`config.mk`:
```
export PLATFORM = sky130hd
export DESIGN_NAME = intra_row_perm_gen
export DESIGN_NICKNAME = d
export VERILOG_FILES = /design/src/rtl/intra_perm_pkg.sv /design/src/rtl/intra_seq_ram.sv /design/src/rtl/intra_base_seq.sv /design/src/rtl/intra_mult_sel.sv /design/src/rtl/intra_emit.sv /design/src/rtl/intra_row_perm_gen.sv
export SDC_FILE = /design/constraint.sdc
export NUM_CORES = 2
export LEC_CHECK = 0
export ABC_AREA = 0
export BUFFER_PORTS_ARGS = -buffer_cell sky130_fd_sc_hd__buf_4
export CORE_UTILIZATION = 50
export CTS_CLUSTER_DIAMETER = 100
export DETAILED_ROUTE_END_ITERATION = 6
export PLACE_DENSITY = 0.72
export SYNTH_ARGS = -nofsm -noshare
export SYNTH_HDL_FRONTEND = slang
export SYNTH_SLANG_ARGS = --single-unit
```
`constraint.sdc`:
```
create_clock -name clk -period 16.55 [get_ports clk]
set_input_delay 4.1375 -clock clk [delete_from_list [all_inputs] [get_ports clk]]
set_output_delay 4.1375 -clock clk [all_outputs]
set_load 0.005 [all_outputs]
```
`src/rtl/intra_perm_pkg.sv`:
```
package intra_perm_pkg;

  localparam int PRIME_W  = 9;
  localparam int ROW_W    = 5;
  localparam int ORDER_N  = 20;
  localparam int NUM_CAND = 24;
  localparam int CAND_W   = 7;

  typedef enum logic [1:0] {
    CCASE_EQ    = 2'd0,
    CCASE_PLUS  = 2'd1,
    CCASE_MINUS = 2'd2,
    CCASE_RSVD  = 2'd3
  } ccase_e;

  typedef enum logic [1:0] {
    PSEL_A    = 2'd0,
    PSEL_B    = 2'd1,
    PSEL_C    = 2'd2,
    PSEL_RSVD = 2'd3
  } psel_e;

  // Row order tables: entry k is the source row placed at position k.
  localparam logic [4:0] ORDER_A [ORDER_N] = '{
    5'd19, 5'd9, 5'd14, 5'd4, 5'd0, 5'd2, 5'd5, 5'd7, 5'd12, 5'd18,
    5'd10, 5'd8, 5'd13, 5'd17, 5'd3, 5'd1, 5'd16, 5'd6, 5'd15, 5'd11};
  localparam logic [4:0] ORDER_B [ORDER_N] = '{
    5'd19, 5'd9, 5'd14, 5'd4, 5'd0, 5'd2, 5'd5, 5'd7, 5'd12, 5'd18,
    5'd16, 5'd13, 5'd17, 5'd15, 5'd3, 5'd1, 5'd6, 5'd11, 5'd8, 5'd10};
  // Ten-row pattern, padded with an unused code.
  localparam logic [4:0] ORDER_C [ORDER_N] = '{
    5'd9, 5'd8, 5'd7, 5'd6, 5'd5, 5'd4, 5'd3, 5'd2, 5'd1, 5'd0,
    5'd31, 5'd31, 5'd31, 5'd31, 5'd31, 5'd31, 5'd31, 5'd31, 5'd31, 5'd31};

  function automatic bit is_prime_c(int n);
    if (n < 2) return 1'b0;
    for (int d = 2; d * d <= n; d++) begin
      if (n % d == 0) return 1'b0;
    end
    return 1'b1;
  endfunction

  // idx-th prime that is at least 7 (elaboration-time only).
  function automatic int cand_prime(int idx);
    int cnt;
    cnt = -1;
    for (int n = 7; n < 512; n++) begin
      if (is_prime_c(n)) begin
        cnt++;
        if (cnt == idx) return n;
      end
    end
    return 7;
  endfunction

  function automatic logic [4:0] order_entry(logic [1:0] sel, int k);
    case (sel)
      PSEL_B:  return ORDER_B[k];
      PSEL_C:  return ORDER_C[k];
      default: return ORDER_A[k];
    endcase
  endfunction

  // Position k at which the given row sits in the selected pattern.
  function automatic logic [4:0] order_inverse(logic [1:0] sel, logic [4:0] row);
    logic [4:0] res;
    res = '0;
    for (int k = 0; k < ORDER_N; k++) begin
      if (order_entry(sel, k) == row) res = 5'(k);
    end
    return res;
  endfunction

  function automatic logic [4:0] last_row(logic [1:0] sel);
    return (sel == PSEL_C) ? 5'd9 : 5'd19;
  endfunction

endpackage

```
`src/rtl/intra_seq_ram.sv`:
```
module intra_seq_ram #(
  parameter int DW = 9,
  parameter int AW = 8
) (
  input  logic          clk,
  input  logic          we,
  input  logic [AW-1:0] waddr,
  input  logic [DW-1:0] wdata,
  input  logic          re,
  input  logic [AW-1:0] raddr,
  output logic [DW-1:0] rdata
);
  localparam int DEPTH = 1 << AW;

  logic [DW-1:0] mem [DEPTH];
  logic [DW-1:0] rd_q;

  always_ff @(posedge clk) begin
    if (we) mem[waddr] <= wdata;
    if (re) rd_q <= mem[raddr];
  end

  assign rdata = rd_q;
endmodule

```
`src/rtl/intra_base_seq.sv`:
```
module intra_base_seq #(
  parameter int PW = 9,
  parameter int AW = 8,
  parameter int GW = 5
) (
  input  logic          clk,
  input  logic          rst_n,
  input  logic          kick,
  input  logic [PW-1:0] prime,
  output logic          wr_en,
  output logic [AW-1:0] wr_addr,
  output logic [PW-1:0] wr_data,
  output logic          done
);
  localparam int PRODW = PW + GW;

  logic          run_q, run_d;
  logic [GW-1:0] g_q, g_d;
  logic [PW-1:0] cur_q, cur_d;
  logic [AW-1:0] i_q, i_d;
  logic          done_q, done_d;
  logic [PRODW-1:0] red;
  logic [PW-1:0] nxt;
  logic          back_to_one, at_end;

  // g*cur mod p: the product is below 2^GW * p, so GW restoring steps suffice.
  always_comb begin
    red = PRODW'(g_q) * PRODW'(cur_q);
    for (int s = GW - 1; s >= 0; s--) begin
      if (red >= (PRODW'(prime) << s)) red = red - (PRODW'(prime) << s);
    end
    nxt = red[PW-1:0];
  end

  assign back_to_one = (i_q != '0) && (cur_q == PW'(1));
  assign at_end      = (PW'(i_q) == prime - PW'(2));

  always_comb begin
    run_d  = run_q;
    g_d    = g_q;
    cur_d  = cur_q;
    i_d    = i_q;
    done_d = done_q;
    if (kick) begin
      run_d  = 1'b1;
      g_d    = GW'(2);
      cur_d  = PW'(1);
      i_d    = '0;
      done_d = 1'b0;
    end else if (run_q) begin
      if (back_to_one) begin
        // Order of g is below p-1: try the next root candidate.
        g_d   = g_q + GW'(1);
        cur_d = PW'(1);
        i_d   = '0;
      end else if (at_end) begin
        run_d  = 1'b0;
        done_d = 1'b1;
      end else begin
        cur_d = nxt;
        i_d   = i_q + AW'(1);
      end
    end
  end

  always_ff @(posedge clk or negedge rst_n) begin
    if (!rst_n) begin
      run_q  <= 1'b0;
      g_q    <= '0;
      cur_q  <= '0;
      i_q    <= '0;
      done_q <= 1'b0;
    end else begin
      run_q  <= run_d;
      g_q    <= g_d;
      cur_q  <= cur_d;
      i_q    <= i_d;
      done_q <= done_d;
    end
  end

  assign wr_en   = run_q;
  assign wr_addr = i_q;
  assign wr_data = cur_q;
  assign done    = done_q;
endmodule

```
`src/rtl/intra_mult_sel.sv`:
```
module intra_mult_sel
  import intra_perm_pkg::*;
#(
  parameter int PW = 9,
  parameter int RW = 5,
  parameter int NC = 24,
  parameter int CW = 7
) (
  input  logic          clk,
  input  logic          rst_n,
  input  logic          kick,
  input  logic [PW-1:0] prime,
  input  logic [RW-1:0] row,
  input  logic [1:0]    psel,
  output logic          done,
  output logic [PW-1:0] mult
);
  localparam int CIW = $clog2(NC);

  typedef enum logic [1:0] {M_IDLE, M_SCAN, M_REDUCE} mst_e;

  logic [CW-1:0] cand_tbl [NC];
  for (genvar gi = 0; gi < NC; gi++) begin : g_cand
    assign cand_tbl[gi] = CW'(cand_prime(gi));
  end

  mst_e           st_q, st_d;
  logic [CIW-1:0] ci_q, ci_d;
  logic [RW-1:0]  cnt_q, cnt_d;
  logic [RW-1:0]  tgt_q, tgt_d;
  logic [PW-1:0]  rem_q, rem_d;
  logic [PW-1:0]  m_q, m_d;
  logic           done_q, done_d;
  logic [PW-1:0]  pm1, q_ext;
  logic [RW-1:0]  tgt_now;

  assign pm1     = prime - PW'(1);
  assign q_ext   = PW'(cand_tbl[ci_q]);
  assign tgt_now = RW'(order_inverse(psel, 5'(row)));

  always_comb begin
    st_d   = st_q;
    ci_d   = ci_q;
    cnt_d  = cnt_q;
    tgt_d  = tgt_q;
    rem_d  = rem_q;
    m_d    = m_q;
    done_d = done_q;
    if (kick) begin
      done_d = 1'b0;
      tgt_d  = tgt_now;
      ci_d   = '0;
      cnt_d  = '0;
      rem_d  = pm1;
      if (tgt_now == '0) begin
        m_d  = PW'(1);
        st_d = M_REDUCE;
      end else begin
        st_d = M_SCAN;
      end
    end else begin
      case (st_q)
        M_SCAN: begin
          if (rem_q >= q_ext) begin
            rem_d = rem_q - q_ext;
          end else if ((rem_q != '0) && (cnt_q + RW'(1) == tgt_q)) begin
            m_d  = q_ext;
            st_d = M_REDUCE;
          end else begin
            if (rem_q != '0) cnt_d = cnt_q + RW'(1);
            ci_d  = ci_q + CIW'(1);
            rem_d = pm1;
          end
        end
        M_REDUCE: begin
          if (m_q >= pm1) begin
            m_d = m_q - pm1;
          end else begin
            st_d   = M_IDLE;
            done_d = 1'b1;
          end
        end
        default: ;
      endcase
    end
  end

  always_ff @(posedge clk or negedge rst_n) begin
    if (!rst_n) begin
      st_q   <= M_IDLE;
      ci_q   <= '0;
      cnt_q  <= '0;
      tgt_q  <= '0;
      rem_q  <= '0;
      m_q    <= '0;
      done_q <= 1'b0;
    end else begin
      st_q   <= st_d;
      ci_q   <= ci_d;
      cnt_q  <= cnt_d;
      tgt_q  <= tgt_d;
      rem_q  <= rem_d;
      m_q    <= m_d;
      done_q <= done_d;
    end
  end

  assign done = done_q;
  assign mult = m_q;
endmodule

```
`src/rtl/intra_emit.sv`:
```
module intra_emit #(
  parameter int PW = 9,
  parameter int AW = 8
) (
  input  logic          clk,
  input  logic          rst_n,
  input  logic          go,
  input  logic [PW-1:0] prime,
  input  logic [1:0]    ccase,
  input  logic [PW-1:0] mult,
  input  logic          swap,
  output logic          rd_en,
  output logic [AW-1:0] rd_addr,
  input  logic [PW-1:0] rd_data,
  output logic          out_valid,
  output logic [PW-1:0] out_idx,
  output logic          out_last
);
  logic          run_q, run_d;
  logic [PW-1:0] pos_q, pos_d;
  logic [PW-1:0] e_q, e_d;
  logic          v1_q, last1_q;
  logic [PW-1:0] pos1_q;
  logic          v2_q, last2_q;
  logic [PW-1:0] idx2_q;
  logic [PW-1:0] last_pos, val;
  logic [PW:0]   e_sum, pm1x, e_wrap;
  logic          at_last;

  always_comb begin
    case (ccase)
      2'd1:    last_pos = prime;
      2'd2:    last_pos = prime - PW'(2);
      default: last_pos = prime - PW'(1);
    endcase
  end

  assign at_last = (pos_q == last_pos);
  assign e_sum   = {1'b0, e_q} + {1'b0, mult};
  assign pm1x    = {1'b0, prime - PW'(1)};
  assign e_wrap  = (e_sum >= pm1x) ? (e_sum - pm1x) : e_sum;

  always_comb begin
    run_d = run_q;
    pos_d = pos_q;
    e_d   = e_q;
    if (go) begin
      run_d = 1'b1;
      pos_d = '0;
      e_d   = '0;
    end else if (run_q) begin
      if (at_last) begin
        run_d = 1'b0;
      end else begin
        pos_d = pos_q + PW'(1);
        e_d   = e_wrap[PW-1:0];
      end
    end
  end

  assign rd_en   = run_q;
  assign rd_addr = e_q[AW-1:0];

  // End corrections applied to the RAM word read for position pos1_q.
  always_comb begin
    val = rd_data;
    if (swap && (pos1_q == '0))               val = prime;
    else if (swap && (pos1_q == prime))       val = PW'(1);
    else if (pos1_q == prime - PW'(1))        val = '0;
    else if (pos1_q == prime)                 val = prime;
    else if (ccase == 2'd2)                   val = rd_data - PW'(1);
  end

  always_ff @(posedge clk or negedge rst_n) begin
    if (!rst_n) begin
      run_q   <= 1'b0;
      pos_q   <= '0;
      e_q     <= '0;
      v1_q    <= 1'b0;
      last1_q <= 1'b0;
      pos1_q  <= '0;
      v2_q    <= 1'b0;
      last2_q <= 1'b0;
      idx2_q  <= '0;
    end else begin
      run_q   <= run_d;
      pos_q   <= pos_d;
      e_q     <= e_d;
      v1_q    <= run_q;
      last1_q <= run_q && at_last;
      pos1_q  <= pos_q;
      v2_q    <= v1_q;
      last2_q <= last1_q;
      if (v1_q) idx2_q <= val;
    end
  end

  assign out_valid = v2_q;
  assign out_idx   = idx2_q;
  assign out_last  = last2_q;
endmodule

```
`src/rtl/intra_row_perm_gen.sv`:
```
module intra_row_perm_gen
  import intra_perm_pkg::*;
#(
  parameter int PRIME_W  = intra_perm_pkg::PRIME_W,
  parameter int ADDR_W   = 8,
  parameter int ROOT_W   = 5,
  parameter int ROW_W    = intra_perm_pkg::ROW_W,
  parameter int NUM_CAND = intra_perm_pkg::NUM_CAND,
  parameter int CAND_W   = intra_perm_pkg::CAND_W
) (
  input  logic               clk,
  input  logic               rst_n,
  input  logic               start,
  input  logic [PRIME_W-1:0] prime_p,
  input  logic [1:0]         col_case,
  input  logic [ROW_W-1:0]   row_idx,
  input  logic [1:0]         pat_sel,
  input  logic               full_blk,
  output logic               busy,
  output logic               col_valid,
  output logic [PRIME_W-1:0] col_idx,
  output logic               col_last
);
  typedef enum logic [1:0] {T_IDLE, T_PREP, T_EMIT} tst_e;

  tst_e               st_q, st_d;
  logic               kick_q, kick_d;
  logic [PRIME_W-1:0] p_q;
  logic [1:0]         case_q, psel_q;
  logic [ROW_W-1:0]   row_q;
  logic               full_q;
  logic               accept, ready, swap;
  logic               base_done, mult_done;
  logic [PRIME_W-1:0] mult;
  logic               ram_we, ram_re;
  logic [ADDR_W-1:0]  ram_waddr, ram_raddr;
  logic [PRIME_W-1:0] ram_wdata, ram_rdata;

  assign accept = (st_q == T_IDLE) && start;
  assign ready  = (st_q == T_PREP) && !kick_q && base_done && mult_done;
  assign swap   = (case_q == CCASE_PLUS) && full_q &&
                  (5'(row_q) == last_row(psel_q));

  always_comb begin
    st_d   = st_q;
    kick_d = 1'b0;
    case (st_q)
      T_IDLE: if (start) begin
        st_d   = T_PREP;
        kick_d = 1'b1;
      end
      T_PREP: if (ready) st_d = T_EMIT;
      T_EMIT: if (col_last) st_d = T_IDLE;
      default: st_d = T_IDLE;
    endcase
  end

  always_ff @(posedge clk or negedge rst_n) begin
    if (!rst_n) begin
      st_q   <= T_IDLE;
      kick_q <= 1'b0;
    end else begin
      st_q   <= st_d;
      kick_q <= kick_d;
    end
  end

  always_ff @(posedge clk or negedge rst_n) begin
    if (!rst_n) begin
      p_q    <= '0;
      case_q <= '0;
      psel_q <= '0;
      row_q  <= '0;
      full_q <= 1'b0;
    end else if (accept) begin
      p_q    <= prime_p;
      case_q <= col_case;
      psel_q <= pat_sel;
      row_q  <= row_idx;
      full_q <= full_blk;
    end
  end

  intra_base_seq #(.PW(PRIME_W), .AW(ADDR_W), .GW(ROOT_W)) i_base (
    .clk     (clk),
    .rst_n   (rst_n),
    .kick    (kick_q),
    .prime   (p_q),
    .wr_en   (ram_we),
    .wr_addr (ram_waddr),
    .wr_data (ram_wdata),
    .done    (base_done)
  );

  intra_mult_sel #(.PW(PRIME_W), .RW(ROW_W), .NC(NUM_CAND), .CW(CAND_W)) i_mult (
    .clk   (clk),
    .rst_n (rst_n),
    .kick  (kick_q),
    .prime (p_q),
    .row   (row_q),
    .psel  (psel_q),
    .done  (mult_done),
    .mult  (mult)
  );

  intra_seq_ram #(.DW(PRIME_W), .AW(ADDR_W)) i_ram (
    .clk   (clk),
    .we    (ram_we),
    .waddr (ram_waddr),
    .wdata (ram_wdata),
    .re    (ram_re),
    .raddr (ram_raddr),
    .rdata (ram_rdata)
  );

  intra_emit #(.PW(PRIME_W), .AW(ADDR_W)) i_emit (
    .clk       (clk),
    .rst_n     (rst_n),
    .go        (ready),
    .prime     (p_q),
    .ccase     (case_q),
    .mult      (mult),
    .swap      (swap),
    .rd_en     (ram_re),
    .rd_addr   (ram_raddr),
    .rd_data   (ram_rdata),
    .out_valid (col_valid),
    .out_idx   (col_idx),
    .out_last  (col_last)
  );

  assign busy = (st_q != T_IDLE);
endmodule

```
After elaboration in Yosys (flattened, before gate mapping)
Memory sizes are Yosys's and may differ from the RTL's. A register that Yosys moved wholly into a read port is not among the register bits.
Index checks and enable logic that the tools add are counted.
Widths: inputs -> output; s select.
{"block": "word_totals", "memories": 2, "mem_bits_ro": 224, "latch_bits": 0, "reg_bits": 123, "inputBits": 22, "ram_bits": 2304, "elab_cells": 261}
{"block": "classes", "n_shift": 0, "eq_ne": 49, "magnitude_cmp": 9, "bitwise": 1, "mux": 117, "addsub": 17, "div": 0, "multipliers": 1, "n_reduce_logical": 37}
{"memory": "i_ram.mem", "depth": 256, "word_bits": 9, "rd": 1, "rd_clocked_by_memory_dff": 1, "wr": 1, "line_no": "intra_seq_ram.sv:15", "source": "logic [DW-1:0] mem [DEPTH];"}
{"memory": "(no name shown)", "depth": 32, "word_bits": 7, "rd": 1, "rd_clocked_by_memory_dff": 0, "wr": 0, "line_no": "intra_mult_sel.sv:38", "source": "assign q_ext = PW'(cand_tbl[ci_q]);"}
{"operator": "$mux 9", "count": 26}
{"operator": "$mux 5", "count": 20}
{"operator": "$pmux 5 s2", "count": 8}
{"operator": "$eq 5x5->1", "count": 13}
{"operator": "$mux 14", "count": 4}
{"operator": "$mux 4", "count": 10}
{"operator": "$pmux 9 s2", "count": 2}
{"operator": "$mux 8", "count": 4}
{"operator": "$eq 9x9->1", "count": 3}
{"operator": "$sub 9x9->9", "count": 3}
{"operator": "$eq 3x5->1", "count": 5}
{"operator": "$mux 3", "count": 8}
{"operator": "$mux 2", "count": 11}
{"operator": "$mux 1", "count": 20}
{"operator": "$sub 9x1->9 const B", "count": 2}
{"operator": "$reduce_bool 2->1", "count": 8}
{"operator": "$add 5x1->5 const B", "count": 3}
{"operator": "$eq 4x5->1", "count": 3}
{"operator": "$ge 14x10->1", "count": 1}
{"operator": "$ge 14x11->1", "count": 1}
{"operator": "$ge 14x12->1", "count": 1}
{"operator": "$ge 14x13->1", "count": 1}
{"operator": "$ge 14x9->1", "count": 1}
{"operator": "$mul 5x9->14", "count": 1}
{"operator": "other kinds (37)", "count": 72}

Logic depth before layout (Yosys ltp)
{"block": "logic_depth", "ltp_word": 25, "depth_mapped": 71}

Cells and area by module
Synthesis repeated with hierarchy kept, for this count alone.
{"block": "hier_totals", "hier_cells": 5887, "area_unflattened_um2": 103182.7}
{"module": "intra_seq_ram", "area_per_inst_um2": 89368.2, "cells_per_inst": 4237, "seq_area_each_um2": 69456.6, "instances": 1}
{"module": "intra_base_seq", "area_per_inst_um2": 5402.7, "cells_per_inst": 682, "seq_area_each_um2": 600.6, "instances": 1}
{"module": "intra_mult_sel", "area_per_inst_um2": 3837.4, "cells_per_inst": 487, "seq_area_each_um2": 900.9, "instances": 1}
{"module": "intra_emit", "area_per_inst_um2": 3668.5, "cells_per_inst": 422, "seq_area_each_um2": 1026.0, "instances": 1}
{"module": "intra_row_perm_gen", "area_per_inst_um2": 905.9, "cells_per_inst": 59, "seq_area_each_um2": 550.5, "instances": 1}

Least setup slack after synthesis
No wires, ideal clock.
{"block": "synth_path", "kind": "register to register", "from": "register i_base.cur_q[2], in the netlist i_base.wr_data[2]", "to": "register i_base.cur_q[1], in the netlist i_base.wr_data[1]", "n_path_buf": 4, "synth_period_minus_slack_ns": 17.114, "t_arrival_ns": 16.975, "path_slack_ns": -0.564, "path_stages_with_launch": 67, "setup_time_ns": 0.139, "path_cell_list": "dfrtp_1 -> nand2_1 -> fa_1 -> fa_1 -> fa_1 -> inv_1 -> ha_1 -> nor2b_1 -> o31a_1 -> or2_1 -> a31o_1 -> a21oi_1 -> xnor2_1 -> ha_1 -> and4_1 -> a41oi_1 -> nor2b_1 -> nand4_1 -> (+31 left out) -> a21o_1 -> a221o_1 -> inv_1 -> o221ai_2 -> nor2_4 -> mux2_1 -> ha_1 -> nor2b_1 -> o21ai_0 -> nand2b_1 -> a221oi_1 -> o21ai_0 -> a21oi_1 -> nor4b_2 -> o22ai_2 -> buf_6 -> a22oi_2 -> o31ai_2"}
{"block": "synth_via", "elab_chain_len": 15}
{"item": "start: declaration", "line_no": "intra_base_seq.sv:19", "source": "logic [PW-1:0] cur_q, cur_d;"}
{"item": "start signal: assignment", "line_no": "intra_base_seq.sv:76", "source": "cur_q <= cur_d;"}
{"item": "$mul 5x9->14", "line_no": "intra_base_seq.sv:28", "source": "red = PRODW'(g_q) * PRODW'(cur_q);"}
{"item": "$sub 14x13->14 or $ge 14x13->1 (tied branches)", "line_no": "intra_base_seq.sv:30", "source": "if (red >= (PRODW'(prime) << s)) red = red - (PRODW'(prime) << s);"}
{"item": "$mux 14", "line_no": "intra_base_seq.sv:30"}
{"item": "$sub 14x12->14 or $ge 14x12->1 (tied branches)", "line_no": "intra_base_seq.sv:30"}
{"item": "$mux 14", "line_no": "intra_base_seq.sv:30"}
{"item": "$sub 14x11->14 or $ge 14x11->1 (tied branches)", "line_no": "intra_base_seq.sv:30"}
{"item": "$mux 14", "line_no": "intra_base_seq.sv:30"}
{"item": "$sub 14x10->14 or $ge 14x10->1 (tied branches)", "line_no": "intra_base_seq.sv:30"}
{"item": "$mux 14", "line_no": "intra_base_seq.sv:30"}
{"item": "$ge 14x9->1 or $sub 9x9->9 (tied branches)", "line_no": "intra_base_seq.sv:30"}
{"item": "$mux 9", "line_no": "intra_base_seq.sv:30"}
{"item": "$mux 9", "line_no": "intra_base_seq.sv:56", "source": "end else if (at_end) begin"}
{"item": "$mux 9", "line_no": "intra_base_seq.sv:51", "source": "if (back_to_one) begin"}
{"item": "$mux 9", "line_no": "intra_base_seq.sv:50", "source": "end else if (run_q) begin"}
{"item": "$mux 9", "line_no": "intra_base_seq.sv:44", "source": "if (kick) begin"}
Parallel ways exist; a longest one is shown, timed or not. The select of a mux whose other input is x is not followed.
A chain may end at the register's enable or synchronous reset.

Final worst setup path
{"block": "layout_path", "from": "register i_base.cur_q[2], in the netlist i_base.wr_data[2]", "to": "register i_base.cur_q[3], in the netlist i_base.wr_data[3]"}
Same word-level chain as after synthesis.

==> impl_metrics.yaml <==
synthesis:
  synth.yosys.seq_area_share_pct: 71.5
  syn_area_um2: 102000
  yosysTopAreaCellShare_pct: 68.4
  ys_top_cells_by_area: "edfxtp_1 68%, mux4_2 17%, dfrtp_1 3.0%"
  synth_seq_cells: 2436
  synthFlopType: "edfxtp_1"
  synth_top_cells_by_count: "2313 x edfxtp_1, 765 x mux4_2, 393 x nor2_1"
  synth_edf_count: 2313
  async_flop_share_pct: 5.05
  ys_warn_count: 0
  synth_top_area_cell: "edfxtp_1"
  synth_cell_types: 91
  yosysMostFrequentCell: "edfxtp_1"
  syn-num-nets: 5305
  syn_area_per_cell_um2: 19.8
  syn_inst: 5130
finish:
  fillers: 14800
  drive_above_1_share_pct: 23.5
  nNetsFinal: 5375
  area_growth_pct: 10.5
clocking:
  cts_buffers: 229
  cts_setup_buffers: 0
  max-clock-path-buffers: 3
  clock-sinks: 2436
  clk_pin_slew_worst_paths_ns: 0.06
  clockRootBuffer: "clkbuf_16"
  clock_latency_ns: 0.89
  cts_tree: "yes"
  h-tree-depth: 4
placement:
  portBuffers: 33
  hpwl_um: 137000
  gp_congestion: 0.826
floorplanning:
  start_util_pct: 50.3
  io_pins: 34
  rows: 165
  die_y_um: 453
  core_um2: 202000
  die_area_um2: 205000
  die_w_um: 453
detailed_routing:
  drt_iter0_drc: 5592
  wl_per_cell_um: 28.6
  ant_nets: 0
  drt-pass1-iter-count: 6
  via_per_inst: 6.25
  drc_errors: 0
  wl_um: 231000
  dr_total_vias: 50400
worst_setup_path:
  path_class: "flop to flop"
  crit_buf_inv: 5
  worstPathArrival_ns: 16.09
  cp_slowest_cell: "dfrtp_4"
  cp-end-kind: "flop"
  cp_slowest_stage_delay_ns: 0.54
  cpMostUsedCell: "ha_1"
  start_kind: "flop"
  worstPathRequired_ns: 17.23
  cp_top_family: "compound AO/OA/AOI/OAI gates"
  crit_fanout: 12
timing:
  fin_crit_sh_pct: 93.1
  fmax_ghz: 0.0649
  setup_tns_ns: 0
  slew_viol_final: 0
  min_period_ns: 15.41
  setup_viol: 0
  skew_ns: 0.0836
  worst_pin_slew_ns: 1.33
  finalHoldViolCount: 0
  slew_headroom_pct: 11.3
  rsz0062_at_grt: "false"
grt:
  first_global_vias: 50200
  grtUsageTotal_pct: 22.8
  grt_max_degree: 258
  grt_pass1_wl_um: 343000
  overflow: 0
  antenna_found_initial: 10
hold_path:
  worst_hold_path_type: "flop to flop"
run:
  cap_viol_max_count: 0
run_status:
  status: "finished clean"
## flip-flops by register name (all words and copies together), names as in the netlist, 8 cells and up
| name | cells |
|---|---|
| i_base.wr_addr | 8 |
| i_base.wr_data | 9 |
| i_emit.e_q | 9 |
| i_emit.out_idx | 9 |
| i_emit.pos1_q | 9 |
| i_emit.pos_q | 9 |
| i_mult.mult | 9 |
| i_mult.rem_q | 9 |
| i_ram.mem | 2304 |
| i_ram.rdata | 9 |
| p_q | 9 |
## cell families after synthesis
| family | synth area share (%) |
|---|---|
| mux | 17.6 |
| compound gates | 2.45 |
| buf+inv | 1.40 |
| simple gates | 3.71 |
| flops | 71.5 |
| xor+xnor | 1.29 |
| fa+ha+maj | 2.11 |
## worst paths after layout
path                                    from                end  slack, ns  cells past startpoint
max                        i_base.wr_data[2]  i_base.wr_data[3]       1.14                     62
min                           i_emit.last1_q    i_emit.out_last       0.35                      0
max reg2reg                i_base.wr_data[2]  i_base.wr_data[3]       1.14                     62
min reg2reg                   i_emit.last1_q    i_emit.out_last       0.35                      0
max in group asynchronous              rst_n  i_base.wr_data[0]      11.99                      2
min in group asynchronous              rst_n           row_q[3]       3.31                      1
## cell usage in the layout, fill, tap and decap left out, drive strengths merged, types with 20 or more instances in the layout
| master | netlist | routed |
|---|---|---|
| xnor2 | 87 | 87 |
| nor3 | 29 | 29 |
| xor2 | 63 | 63 |
| mux2 | 33 | 33 |
| clkinv | 1 | 97 |
| fa | 30 | 30 |
| nand2 | 143 | 143 |
| nand2b | 33 | 33 |
| a21oi | 96 | 96 |
| ha | 123 | 123 |
| inv | 104 | 116 |
| nor2 | 394 | 394 |
| nor2b | 31 | 31 |
| mux2i | 25 | 25 |
| nand4 | 20 | 20 |
| mux4 | 765 | 765 |
| nand3 | 46 | 46 |
| dfrtp | 123 | 123 |
| buf | 67 | 106 |
| clkbuf | 200 | 295 |
| o22ai | 22 | 22 |
| o21ai | 102 | 102 |
| edfxtp | 2313 | 2313 |
| and2 | 36 | 36 |
| a21o | 34 | 34 |
## through the flow
step	cells	setup WS (ns)	hold WS, ns	utilization, %	instance area [µm²]
2_1_floorplan	5130	0.266	0.331	-	102000
3_3_place_gp	7641	0.731	0.341	51.9	105000
3_5_place_dp	7641	0.289	0.340	51.9	105000
4_1_cts	8066	0.230	0.357	55.5	112000
5_1_grt	8067	0.0325	0.378	55.5	112000
6_report	8069	1.14	0.355	55.5	112000
## layout make-up
class	count	area, µm²	area share, %
sequential	2436	72600	64.7
multi-input combinational	2322	27700	24.7
clock buffer	295	5980	5.33
tap	2672	3340	2.98
clock inverter	130	1220	1.09
timing repair buffer	106	937	0.836
inverter	105	394	0.351
antenna	3	7.51	0.00669
## layer usage
layer	up-vias	GRT usage, %	share of wire, %
met5	-	0	0.0087
met4	2	6.86	2.8
met3	373	4.01	8.7
met2	2345	35.4	48
met1	26700	33.1	41
li1	21100	-	-
## what timing repair did
action	4_1_cts	5_1_grt
hold endpoints to repair	0	0
endpoints found under the setup margin	0	9
resized for setup	0	15
hold buffers	0	0
Power is not shown: default switching activity piles up to over one toggle a cycle in this logic, so the estimate is an artifact.
